## src/rtl/ddr2_init_pkg.sv

```systemverilog
package ddr2_init_pkg;

  localparam int ROW_W      = 16;
  localparam int WORD_W     = ROW_W + 2;
  localparam int STEP_W     = 5;
  localparam int LAST_STEP  = 16;
  localparam int REF_TOTAL  = 8;
  localparam int MAX_CPU    = 333;

  typedef enum logic [2:0] {
    CMD_NORMAL    = 3'b000,
    CMD_NOP       = 3'b001,
    CMD_PRECHARGE = 3'b010,
    CMD_MODE      = 3'b011,
    CMD_REFRESH   = 3'b100
  } dram_cmd_e;

  typedef enum logic [1:0] {
    GAP_SHORT,
    GAP_POWERUP,
    GAP_REFRESH
  } gap_kind_e;

  localparam logic [WORD_W-1:0] WORD_DLL_ON    = 18'h02000;
  localparam logic [WORD_W-1:0] WORD_DLL_RESET = 18'h00800;
  localparam logic [WORD_W-1:0] WORD_OPERATE   = 18'h022D8;
  localparam logic [WORD_W-1:0] WORD_OCD_DFLT  = 18'h21C20;
  localparam logic [WORD_W-1:0] WORD_OCD_EXIT  = 18'h20020;

  function automatic logic freq_code_ok(input logic [2:0] code);
    return code <= 3'b101;
  endfunction

  function automatic logic [8:0] cycles_per_us(input logic [2:0] code);
    case (code)
      3'b000:  return 9'd100;
      3'b001:  return 9'd133;
      3'b010:  return 9'd166;
      3'b011:  return 9'd200;
      3'b100:  return 9'd266;
      3'b101:  return 9'd333;
      default: return 9'd0;
    endcase
  endfunction

  function automatic int wait_len(input gap_kind_e kind, input logic [8:0] cpu,
                                  input int init_us, input int ref_us, input int gap);
    case (kind)
      GAP_POWERUP: return init_us * int'(cpu);
      GAP_REFRESH: return ref_us * int'(cpu);
      default:     return gap;
    endcase
  endfunction

  function automatic logic [7:0] rank_size_calc(input logic [7:0] density,
                                                input logic [7:0] banks);
    logic [7:0]  scaled;
    logic [15:0] prod;
    scaled = (density >= 8'h10) ? (density >> 1) : (density << 1);
    prod   = {8'd0, scaled} * {10'd0, banks[7:2]};
    return prod[7:0];
  endfunction

endpackage

```

## src/rtl/ddr2_init_timer.sv

```systemverilog
module ddr2_init_timer #(
  parameter int CNT_W = 16
) (
  input  logic             clk,
  input  logic             rst_n,
  input  logic             load,
  input  logic [CNT_W-1:0] load_val,
  output logic             zero
);

  logic [CNT_W-1:0] cnt_q;

  always_ff @(posedge clk or negedge rst_n) begin
    if (!rst_n)           cnt_q <= '0;
    else if (load)        cnt_q <= load_val - 1'b1;
    else if (cnt_q != '0) cnt_q <= cnt_q - 1'b1;
  end

  assign zero = (cnt_q == '0);

  a_r4_load_nonzero: assert property (@(posedge clk) disable iff (!rst_n)
    load |-> load_val != '0);

  a_r4_no_wrap: assert property (@(posedge clk) disable iff (!rst_n)
    (!load && zero) |=> zero);

endmodule

```

## src/rtl/ddr2_init_step_rom.sv

```systemverilog
module ddr2_init_step_rom
  import ddr2_init_pkg::*;
(
  input  logic [STEP_W-1:0] step,
  output dram_cmd_e         step_cmd,
  output logic [WORD_W-1:0] step_word,
  output gap_kind_e         step_gap
);

  always_comb begin
    step_cmd  = CMD_NORMAL;
    step_word = '0;
    step_gap  = GAP_SHORT;
    case (step) inside
      5'd0:           begin step_cmd = CMD_NOP; step_gap = GAP_POWERUP; end
      5'd1, 5'd4:     step_cmd = CMD_PRECHARGE;
      5'd2:           begin step_cmd = CMD_MODE; step_word = WORD_DLL_ON;    end
      5'd3:           begin step_cmd = CMD_MODE; step_word = WORD_DLL_RESET; end
      [5'd5:5'd11]:   begin step_cmd = CMD_REFRESH; step_gap = GAP_REFRESH; end
      5'd12:          step_cmd = CMD_REFRESH;
      5'd13:          begin step_cmd = CMD_MODE; step_word = WORD_OPERATE;  end
      5'd14:          begin step_cmd = CMD_MODE; step_word = WORD_OCD_DFLT; end
      5'd15:          begin step_cmd = CMD_MODE; step_word = WORD_OCD_EXIT; end
      default:        step_cmd = CMD_NORMAL;
    endcase
  end

endmodule

```

## src/rtl/ddr2_rank_size.sv

```systemverilog
module ddr2_rank_size
  import ddr2_init_pkg::*;
(
  input  logic [7:0] density,
  input  logic [7:0] banks,
  output logic [7:0] size
);

  assign size = rank_size_calc(density, banks);

endmodule

```

## src/rtl/ddr2_init_seq.sv

```systemverilog
module ddr2_init_seq
  import ddr2_init_pkg::*;
#(
  parameter int         INIT_US      = 200,
  parameter int         REF_US       = 100,
  parameter int         GAP_CYCLES   = 4,
  parameter logic [7:0] REFRESH_LOAD = 8'h32
) (
  input  logic        clk,
  input  logic        rst_n,
  input  logic        start,
  input  logic [2:0]  freq_code,
  input  logic [7:0]  spd_density,
  input  logic [7:0]  spd_banks,
  output logic        busy,
  output logic        done,
  output logic        error,
  output logic        cmd_valid,
  output logic [2:0]  cmd,
  output logic [15:0] row_addr,
  output logic [1:0]  bank_sel,
  output logic        cs_n,
  output logic        cke,
  output logic        page_mode_en,
  output logic [7:0]  refresh_interval,
  output logic [7:0]  rank_size
);

  localparam int LONG_US = (INIT_US > REF_US) ? INIT_US : REF_US;
  localparam int MAX_WAIT = MAX_CPU * LONG_US + GAP_CYCLES;
  localparam int CNT_W    = $clog2(MAX_WAIT + 1);

  typedef enum logic [1:0] {S_IDLE, S_RUN, S_DONE, S_ERR} seq_state_e;

  seq_state_e        state_q;
  logic [STEP_W-1:0] step_q;
  logic [8:0]        cpu_q;
  logic [2:0]        cmd_q;
  logic [15:0]       row_q;
  logic [1:0]        bank_q;
  logic              valid_q, cs_n_q, cke_q;

  // internal events, named for the assertions
  logic              start_ok, start_bad, step_due, issue;
  logic [STEP_W-1:0] issue_step;
  logic [8:0]        cpu_sel;
  dram_cmd_e         rom_cmd;
  logic [WORD_W-1:0] rom_word;
  gap_kind_e         rom_gap;
  logic              tmr_zero;
  logic [CNT_W-1:0]  tmr_val;

  assign start_ok   = (state_q == S_IDLE) && start &&  freq_code_ok(freq_code);
  assign start_bad  = (state_q == S_IDLE) && start && !freq_code_ok(freq_code);
  assign step_due   = (state_q == S_RUN) && tmr_zero;
  assign issue      = start_ok || step_due;
  assign issue_step = (state_q == S_IDLE) ? '0 : step_q + 1'b1;
  assign cpu_sel    = (state_q == S_IDLE) ? cycles_per_us(freq_code) : cpu_q;
  assign tmr_val    = CNT_W'(wait_len(rom_gap, cpu_sel, INIT_US, REF_US, GAP_CYCLES));

  ddr2_init_step_rom u_rom (
    .step      (issue_step),
    .step_cmd  (rom_cmd),
    .step_word (rom_word),
    .step_gap  (rom_gap)
  );

  ddr2_init_timer #(.CNT_W(CNT_W)) u_timer (
    .clk      (clk),
    .rst_n    (rst_n),
    .load     (issue),
    .load_val (tmr_val),
    .zero     (tmr_zero)
  );

  ddr2_rank_size u_size (
    .density (spd_density),
    .banks   (spd_banks),
    .size    (rank_size)
  );

  always_ff @(posedge clk or negedge rst_n) begin
    if (!rst_n) begin
      state_q <= S_IDLE;
      step_q  <= '0;
      cpu_q   <= '0;
    end else begin
      if (start_bad) state_q <= S_ERR;
      if (start_ok) begin
        state_q <= S_RUN;
        cpu_q   <= cycles_per_us(freq_code);
      end
      if (issue) begin
        step_q <= issue_step;
        if (issue_step == STEP_W'(LAST_STEP)) state_q <= S_DONE;
      end
    end
  end

  always_ff @(posedge clk or negedge rst_n) begin
    if (!rst_n) begin
      valid_q <= 1'b0;
      cmd_q   <= CMD_NORMAL;
      row_q   <= '0;
      bank_q  <= '0;
      cs_n_q  <= 1'b1;
      cke_q   <= 1'b0;
    end else begin
      valid_q <= issue;
      if (issue) begin
        cmd_q  <= rom_cmd;
        row_q  <= rom_word[ROW_W-1:0];
        bank_q <= rom_word[WORD_W-1:ROW_W];
        cs_n_q <= 1'b0;
        cke_q  <= 1'b1;
      end
    end
  end

  assign busy             = (state_q == S_RUN);
  assign done             = (state_q == S_DONE);
  assign error            = (state_q == S_ERR);
  assign cmd_valid        = valid_q;
  assign cmd              = cmd_q;
  assign row_addr         = row_q;
  assign bank_sel         = bank_q;
  assign cs_n             = cs_n_q;
  assign cke              = cke_q;
  assign page_mode_en     = done;
  assign refresh_interval = done ? REFRESH_LOAD : 8'h00;

  // refresh strobes seen at the outputs, for the R5 checks
  logic [3:0] ref_seen_q;
  always_ff @(posedge clk or negedge rst_n) begin
    if (!rst_n) ref_seen_q <= '0;
    else if (cmd_valid && cmd == CMD_REFRESH) ref_seen_q <= ref_seen_q + 1'b1;
  end

  a_r3_cmd_stable: assert property (@(posedge clk) disable iff (!rst_n)
    !cmd_valid |-> $stable(cmd));

  a_r2_cke_sticky: assert property (@(posedge clk) disable iff (!rst_n)
    !$fell(cke));

  a_r2_first_is_nop: assert property (@(posedge clk) disable iff (!rst_n)
    $rose(busy) |-> (cmd_valid && cmd == CMD_NOP && cke && !cs_n));

  a_r6_plain_addr_zero: assert property (@(posedge clk) disable iff (!rst_n)
    (cmd_valid && cmd != CMD_MODE) |-> (row_addr == '0 && bank_sel == '0));

  a_r8_error_silent: assert property (@(posedge clk) disable iff (!rst_n)
    error |-> (!cmd_valid && !busy && !done));

  a_r9_states_exclusive: assert property (@(posedge clk) disable iff (!rst_n)
    $onehot0({busy, done, error}));

  a_r10_page_with_done: assert property (@(posedge clk) disable iff (!rst_n)
    (page_mode_en || refresh_interval != 8'h00) |-> done);

  a_r5_refresh_limit: assert property (@(posedge clk) disable iff (!rst_n)
    ref_seen_q <= 4'(REF_TOTAL));

  a_r5_eight_at_done: assert property (@(posedge clk) disable iff (!rst_n)
    $rose(done) |=> ref_seen_q == 4'(REF_TOTAL));

endmodule

```

## config.mk

```make
export PLATFORM = sky130hd
export DESIGN_NAME = ddr2_init_seq
export DESIGN_NICKNAME = d
export VERILOG_FILES = /design/src/rtl/ddr2_init_pkg.sv /design/src/rtl/ddr2_init_timer.sv /design/src/rtl/ddr2_init_step_rom.sv /design/src/rtl/ddr2_rank_size.sv /design/src/rtl/ddr2_init_seq.sv
export SDC_FILE = /design/constraint.sdc
export NUM_CORES = 1
export LEC_CHECK = 0
export BUFFER_PORTS_ARGS = -buffer_cell sky130_fd_sc_hd__buf_2
export CORE_UTILIZATION = 55
export CTS_CLUSTER_SIZE = 14
export DETAILED_ROUTE_END_ITERATION = 10
export GPL_ROUTABILITY_DRIVEN = 0
export PLACE_DENSITY = 0.77
export SETUP_SLACK_MARGIN = 0.15
export SLEW_MARGIN = 20
export SYNTH_ARGS = -nofsm -noshare
export SYNTH_HDL_FRONTEND = slang
export SYNTH_SLANG_ARGS = --single-unit
```

## constraint.sdc

```tcl
create_clock -name clk -period 9.3 [get_ports clk]
set_input_delay 1.395 -clock clk [delete_from_list [all_inputs] [get_ports clk]]
set_output_delay 1.395 -clock clk [all_outputs]
set_load 0.05 [all_outputs]
```

==> impl_metrics.yaml, run 1 <==
status:
  outcome: "complete, no violations"
setup_path:
  required_ns: 7.91
  rr_startpoint: "state_q[0]"
  startpoint_type: "input pin"
  crit_fanout: 6
  critical_path_class: "input pin to primary output"
  arrival_ns: 5.59
  crit_path_end_kind: "primary output"
  critPathLaunch: "spd_density[6]"
detailed_routing:
  drtIter0Drc: 254
  vias_per_cell: 5.764
  drt-total-wl_um: 9870
  avgRoutedWirePerCell_um: 14.84
  drc: 0
  first_pass_iters: 5
  dr_total_vias: 3833
  drtAntennaViolNets: 0
clock_network:
  post_cts_resized: 0
  insertion_delay_ns: 0.31
  cts_sinks: 43
  tritoncts: "done"
  cts_buffers: 5
  cts_setup_buffers: 0
  htreeDepth: 2
  cts_root_buf: "clkbuf_8"
  cts.path.max_buffers: 2
  cts_hold_buf: 0
  clk_pin_slew_ns: 0.09
global_routing:
  grt.total_usage: 0.2463
  grt_pass1_vias: 3764
  grt_pass1_wl_um: 17030
  grt_max_degree: 44
  antenna_found_initial: 0
  grt_overflow: 0
timing:
  max_slew_margin: 0.4897
  fin_crit_ns: 6.989
  setup_tns_ns: 0
  finalMaxSlewViolations: 0
  worst_pin_slew_ns: 0.7462
  hold_viol: 0
  fmaxAchievable_ghz: 0.1431
  skew_ns: 0.006343
  period_share: 0.7515
  finalSetupViolCount: 0
  rsz0062_at_grt: "no"
logic_synthesis:
  ys_ff_latch: 43
  synth_edf_count: 0
  yosysSeqAreaShare: 0.2400
  ys.flop_type: "dfrtp_1"
  syn_area_per_cell_um2: 8.423
  ys_warn_count: 0
  synthArstFlopShare: 1.000
  yosysUniqueCellTypes: 77
  netlist_instances: 533
  netlist_area_mm2: 0.004489
run:
  drv_cap: 0
place:
  dp_hpwl_um: 7463
  dpl.cell_count: 656
  place_area_mm2: 0.004667
  io_buffer_count: 51
final_layout:
  fin_nets: 634
  final_cell_mix: "63 x nand2_1, 51 x buf_2, 44 x inv_1"
  layout-drive-gt1-share: 0.1492
  fillerInstances: 704
  layout_commonest_cell: "nand2_1"
  design_area_mm2: 0.004800
  instances_no_fill: 665
  area_growth_pct: 6.912
  n_antenna_cell: 0
floorplanning:
  die_area_mm2: 0.008528
  core_area_mm2: 0.007807
  initial_core_util: 0.5750
  io_pins: 66
  row_count: 32
  fp.dieH_um: 92.35
  die_w_um: 92.35
power_and_ir_drop:
  power_mw: 1.471
  ir_drop_v: 0.0001525
  p_per_area_mw_per_mm2: 306.5
  p_leak_nw: 2.331
hold_path:
  min_from: "cke"
  worst_hold_path_type: "flip-flop to flip-flop"
==> flip-flops by register name, summed over array words and instances, names as in the netlist <==
name / cells
cmd_valid: 1
cmd: 3
cs_n: 1
cpu_q: 8
state_q: 2
row_addr: 5
u_timer.cnt_q: 17
cke: 1
step_q: 5
==> path summary, 6_finish.rpt <==
| kind | endpoint | slack, ns | cells after the start |
|---|---|---|---|
| hold / removal | cke | 0.48 | 1 |
| setup / recovery | rank_size[7] | 2.31 | 15 |
| min in group asynchronous | state_q[0] | 1.03 | 1 |
| max in group asynchronous | cs_n | 7.71 | 2 |
| setup reg to reg | u_timer.cnt_q[16] | 4.05 | 17 |
| hold reg to reg | cke | 0.48 | 1 |
==> layer usage <==
| metal | wire (um) | GRT usage |
|---|---|---|
| met1 | 4604 | 0.3358 |
| met2 | 4782 | 0.4111 |
| met3 | 382 | 0.03777 |
| met4 | 99 | 0.05859 |
| met5 | 0 | 0 |
==> synthesized netlist by cell type, types with 3 or more instances <==
library cell | n | area share
nand2_1 | 63 | 0.053
inv_1 | 44 | 0.037
dfrtp_1 | 42 | 0.23
nor2_1 | 38 | 0.032
ha_1 | 34 | 0.095
buf_4 | 23 | 0.038
a21oi_1 | 19 | 0.021
o21ai_0 | 19 | 0.021
xnor2_1 | 18 | 0.035
fa_1 | 16 | 0.071
and2_1 | 15 | 0.021
nand3_1 | 14 | 0.016
xor2_1 | 12 | 0.023
a21o_1 | 11 | 0.018
nor3_1 | 11 | 0.012
clkbuf_1 | 10 | 0.0084
buf_2 | 8 | 0.0089
mux2i_1 | 8 | 0.018
nand2b_1 | 7 | 0.0098
a31oi_1 | 6 | 0.0084
nor2b_1 | 6 | 0.0084
o31ai_1 | 6 | 0.010
a22oi_1 | 5 | 0.0084
and3_1 | 5 | 0.0070
nor4_1 | 5 | 0.0070
o21bai_1 | 5 | 0.0084
mux2_2 | 4 | 0.010
o21a_1 | 4 | 0.0067
a2111oi_0 | 3 | 0.0059
a311oi_1 | 3 | 0.0059
nand3b_1 | 3 | 0.0050
nand4_1 | 3 | 0.0042
nor3b_1 | 3 | 0.0050
o21ai_1 | 3 | 0.0033
o22ai_1 | 3 | 0.0042
==> power breakdown <==
part           switching, mW  leakage, nW  internal, mW
Sequential            0.0492        0.523         0.246
Clock                 0.0708       0.0581        0.0801
Combinational          0.645         1.75         0.380
Total                  0.765         2.33         0.706
==> cell families (layout without fill, tap and decap cells) <==
logic type,count (synthesis),count (layout),share of synthesized area
and+or+nand+nor,192,192,0.2171
xor gates and xnor gates,32,32,0.06578
AOI/OAI and AO/OA,111,111,0.1750
buffers and inverters,89,108,0.09783
other,1,12,0.0008353
muxes,15,15,0.03735
adders and majority gates,50,50,0.1661
DFF,43,43,0.2400
==> through the flow <==
stage | setup WS (ns) | hold slack [ns] | util
after floorplan | 2.297 | 0.4496 | -
final | 2.311 | 0.4814 | 0.6147
after global routing | 2.129 | 0.5040 | 0.6147
after CTS | 2.307 | 0.4754 | 0.6122
after global placement | 2.338 | 0.4443 | 0.5978
after detailed placement | 2.340 | 0.4507 | 0.5978
==> worst max-delay path, cell delays in order <==
cell and delay [ns]:
buf_2 0.13, nor4_1 0.50, mux2_2 0.45, and2_1 0.20, fa_1 0.54, inv_1 0.06
fa_1 0.51, fa_1 0.55, inv_1 0.04, ha_1 0.32, a21oi_1 0.18, xnor2_1 0.16
xnor2_1 0.15, xnor2_1 0.13, buf_2 0.27
==> cell type report <==
type                            count  area (um2)  share of cell area
Clock inverter                      3       43.79            0.009124
Multi-Input combinational cell    412        3014              0.6280
Sequential cell                    43        1077              0.2245
Inverter                           45       170.2             0.03545
Clock buffer                        5       68.82             0.01434
Tap cell                          102       127.6             0.02659
Timing Repair Buffer               55       297.8             0.06204
No activity file was read; power rests on OpenSTA's default activity.
==> run 2: changes to the inputs <==
- ABC_AREA: default -> 1
- clock period: 9.3 -> 6.6 ns (I/O delays scaled with it)
==> impl_metrics.yaml, run 2 <==
logic_synthesis:
  synth_compound_area_frac: 0.08746
  synth_simple_gate_area_frac: 0.3444
  synth_common_cells: "177 x nand2_1, 100 x inv_1, 76 x nor2_1"
  synth_edf_count: 0
  yosysSeqAreaShare: 0.2353
  synthXorXnorAreaFrac: 0.03061
  yosys.area.top_type_share: 0.2296
  synth.mux.area_fraction: 0
  synth_fa_ha_area_frac: 0.1629
  ys_warn_count: 0
  ys_ff_latch: 43
  synth.area.top_cells: "dfrtp_1 23%, nand2_1 15%, ha_1 9.3%"
  netlist_instances: 662
  syn_area_per_cell_um2: 6.916
  post-synth-top-count-cell: "nand2_1"
  synth_top_family_by_area: "simple AND/OR/NAND/NOR gates"
  netlist_area_mm2: 0.004578
  synthArstFlopShare: 1.000
  synth_area_leader_cell: "dfrtp_1"
  ys.flop_type: "dfrtp_1"
  yosysUniqueCellTypes: 43
power_and_ir_drop:
  ir_drop_v: 0.0001788
  p_per_area_mw_per_mm2: 198.6
  p_comb_frac: 0.495
  p_leak_nw: 2.803
  clkPwrFrac: 0.192
  power.net_switching_mw: 0.4509
  pwr-share-seq: 0.313
  switching_share: 0.4660
  intPower_mw: 0.5167
global_routing:
  grt_pass1_wl_um: 16380
  grt.total_usage: 0.2329
  antenna_found_initial: 0
  grt_max_degree: 44
  grt_overflow: 0
  grt_pass1_vias: 3751
status:
  outcome: "complete, no violations"
detailed_routing:
  drc: 0
  vias_per_cell: 5.177
  first_pass_iters: 4
  drtIter0Drc: 163
  dr_total_vias: 4152
  avgRoutedWirePerCell_um: 12.09
  drt-total-wl_um: 9697
  drtAntennaViolNets: 0
place:
  dp_hpwl_um: 7790
  io_buffer_count: 51
  dp_worst_setup_slack_ns: 0.5739
  place_area_mm2: 0.004775
  dpl.cell_count: 794
floorplanning:
  core_area_mm2: 0.007888
  fp.dieH_um: 93.24
  die_w_um: 93.24
  io_pins: 66
  row_count: 32
  die_area_mm2: 0.008693
  initial_core_util: 0.5804
run:
  drv_cap: 0
setup_path:
  timing.rr.end: "u_timer.cnt_q[14]"
  rr_startpoint: "state_q[0]"
  critical_path_class: "input pin to primary output"
  required_ns: 5.61
  r2r_slack_ns: 2.16
  crit_path_end_kind: "primary output"
  startpoint_type: "input pin"
  arrival_ns: 5.02
  cp_slowest_stage_delay_ns: 0.55
  r2r.worst_path.cells: 23
  slowest_stage: "fa_1"
  crit_chain: "buf_2 > nor2_1 > nand2_1 > o21ai_0 > nor2_1 > fa_1 > inv_1 > fa_1 > fa_1 > inv_1 > ha_1 > a21oi_1 > nand2_1 > xnor2_1 > xor2_1 > xnor2_1 > buf_2"
  crit_fanout: 5
  critPathTopFamily: "adder cells"
  crit_cells: 17
  setup.worst_path.end: "rank_size[7]"
  critPathLaunch: "spd_density[6]"
  cp_num_buf_inv: 4
  crit_top_cell: "fa_1"
final_layout:
  fillerInstances: 733
  design_area_mm2: 0.004872
  largest_reg_flops: 17
  layout-drive-gt1-share: 0.1586
  multi_input_area_mm2: 0.002908
  regArea_mm2: 0.001077
  instances_no_fill: 802
  fin_nets: 771
  area_growth_pct: 6.422
  reg_top3: "u_timer.cnt_q: 17 flops, cpu_q: 8 flops"
  layout_commonest_cell: "nand2_1"
  top_register: "u_timer.cnt_q"
  n_antenna_cell: 0
  final_cell_mix: "177 x nand2_1, 100 x inv_1, 76 x nor2_1"
  post-route-util: 0.6177
clock_network:
  cts.path.max_buffers: 2
  post_cts_resized: 0
  cts_setup_buffers: 0
  cts_root_buf: "clkbuf_8"
  insertion_delay_ns: 0.30
  clk_pin_slew_ns: 0.10
  tritoncts: "done"
  htreeDepth: 2
  cts_sinks: 43
  cts_buffers: 5
  cts_hold_buf: 0
timing:
  fin_ws_ns: 0.5873
  worst_pin_slew_ns: 0.7741
  setup_tns_ns: 0
  rsz0062_at_grt: "no"
  hold_viol: 0
  period_share: 0.9110
  finalSetupViolCount: 0
  skew_ns: 0.01285
  finalMaxSlewViolations: 0
  max_slew_margin: 0.4785
  fin_crit_ns: 6.013
  fmaxAchievable_ghz: 0.1663
hold_path:
  worst_hold_path_type: "flip-flop to flip-flop"
[run 2: changes by cell type in the layout (fill, tap and decap cells not counted), moves of 8 or more]
cell / change
nor2_1: +38
xnor2_1: -12
a21o_1: -10
and2_1: -15
nand4_1: +9
mux2i_1: -8
nand3_1: +19
nand2_2: +10
nor2_2: +9
o21ai_0: +16
nor3_1: -10
nand2_1: +114
inv_1: +56
[run 2: power groups by stage]
stage                     sequential, mW  combinational, mW  clock, mW
final                              0.303              0.479      0.185
after global routing               0.306              0.537      0.199
after CTS                          0.303              0.482      0.190
after detailed placement           0.308              0.480          0
after global placement             0.307              0.466          0
after floorplan                    0.305              0.396          0
[run 2: per-stage QoR]
step | power, mW | hold slack (ns)
after floorplan | 0.7014 | 0.4479
after global routing | 1.041 | 0.4562
after detailed placement | 0.7880 | 0.4323
after global placement | 0.7735 | 0.4290
after CTS | 0.9754 | 0.4486
final | 0.9676 | 0.4489
[run 2: cell type report]
class | count | area share
multi-input cells | 490 | 0.5968
flip-flops and latches | 43 | 0.2211
well taps | 102 | 0.02619
clock buffers | 5 | 0.01412
repair buffers | 51 | 0.05290
clock inverters | 3 | 0.005393
inverters | 108 | 0.08346
[run 2: worst min path at each step]
stage / startpoint / end / slack [ns] / depth (start not counted)
after CTS: cs_n / cs_n / 0.45 / 2
after floorplan: cpu_q[6] / cpu_q[6] / 0.45 / 2
after detailed placement: cs_n / cs_n / 0.43 / 2
final: cs_n / cs_n / 0.45 / 2
after global routing: cs_n / cs_n / 0.46 / 2
after global placement: cs_n / cs_n / 0.43 / 2
[run 2: cell families after synthesis]
kind of cell    count (synthesis)
simple gates                  343
buf+inv                       140
compound gates                 69
fa+ha+maj                      50
flops                          43
xor+xnor                       16
other cells                     1
[run 2: routing by layer]
metal	global-route usage	vias up	wire length [um]
li1	-	2106	-
met1	0.3113	1913	4449
met2	0.4087	123	4689
met3	0.02602	10	471
met4	0.04359	0	87
met5	0	-	0
[run 2: tightest hold or removal path: cells and delay by family (launching register included)]
| family | cells | cell delay, ns |
|---|---|---|
| buf+inv | 1 | 0.04 |
| flops | 1 | 0.38 |
| simple gates | 1 | 0.03 |
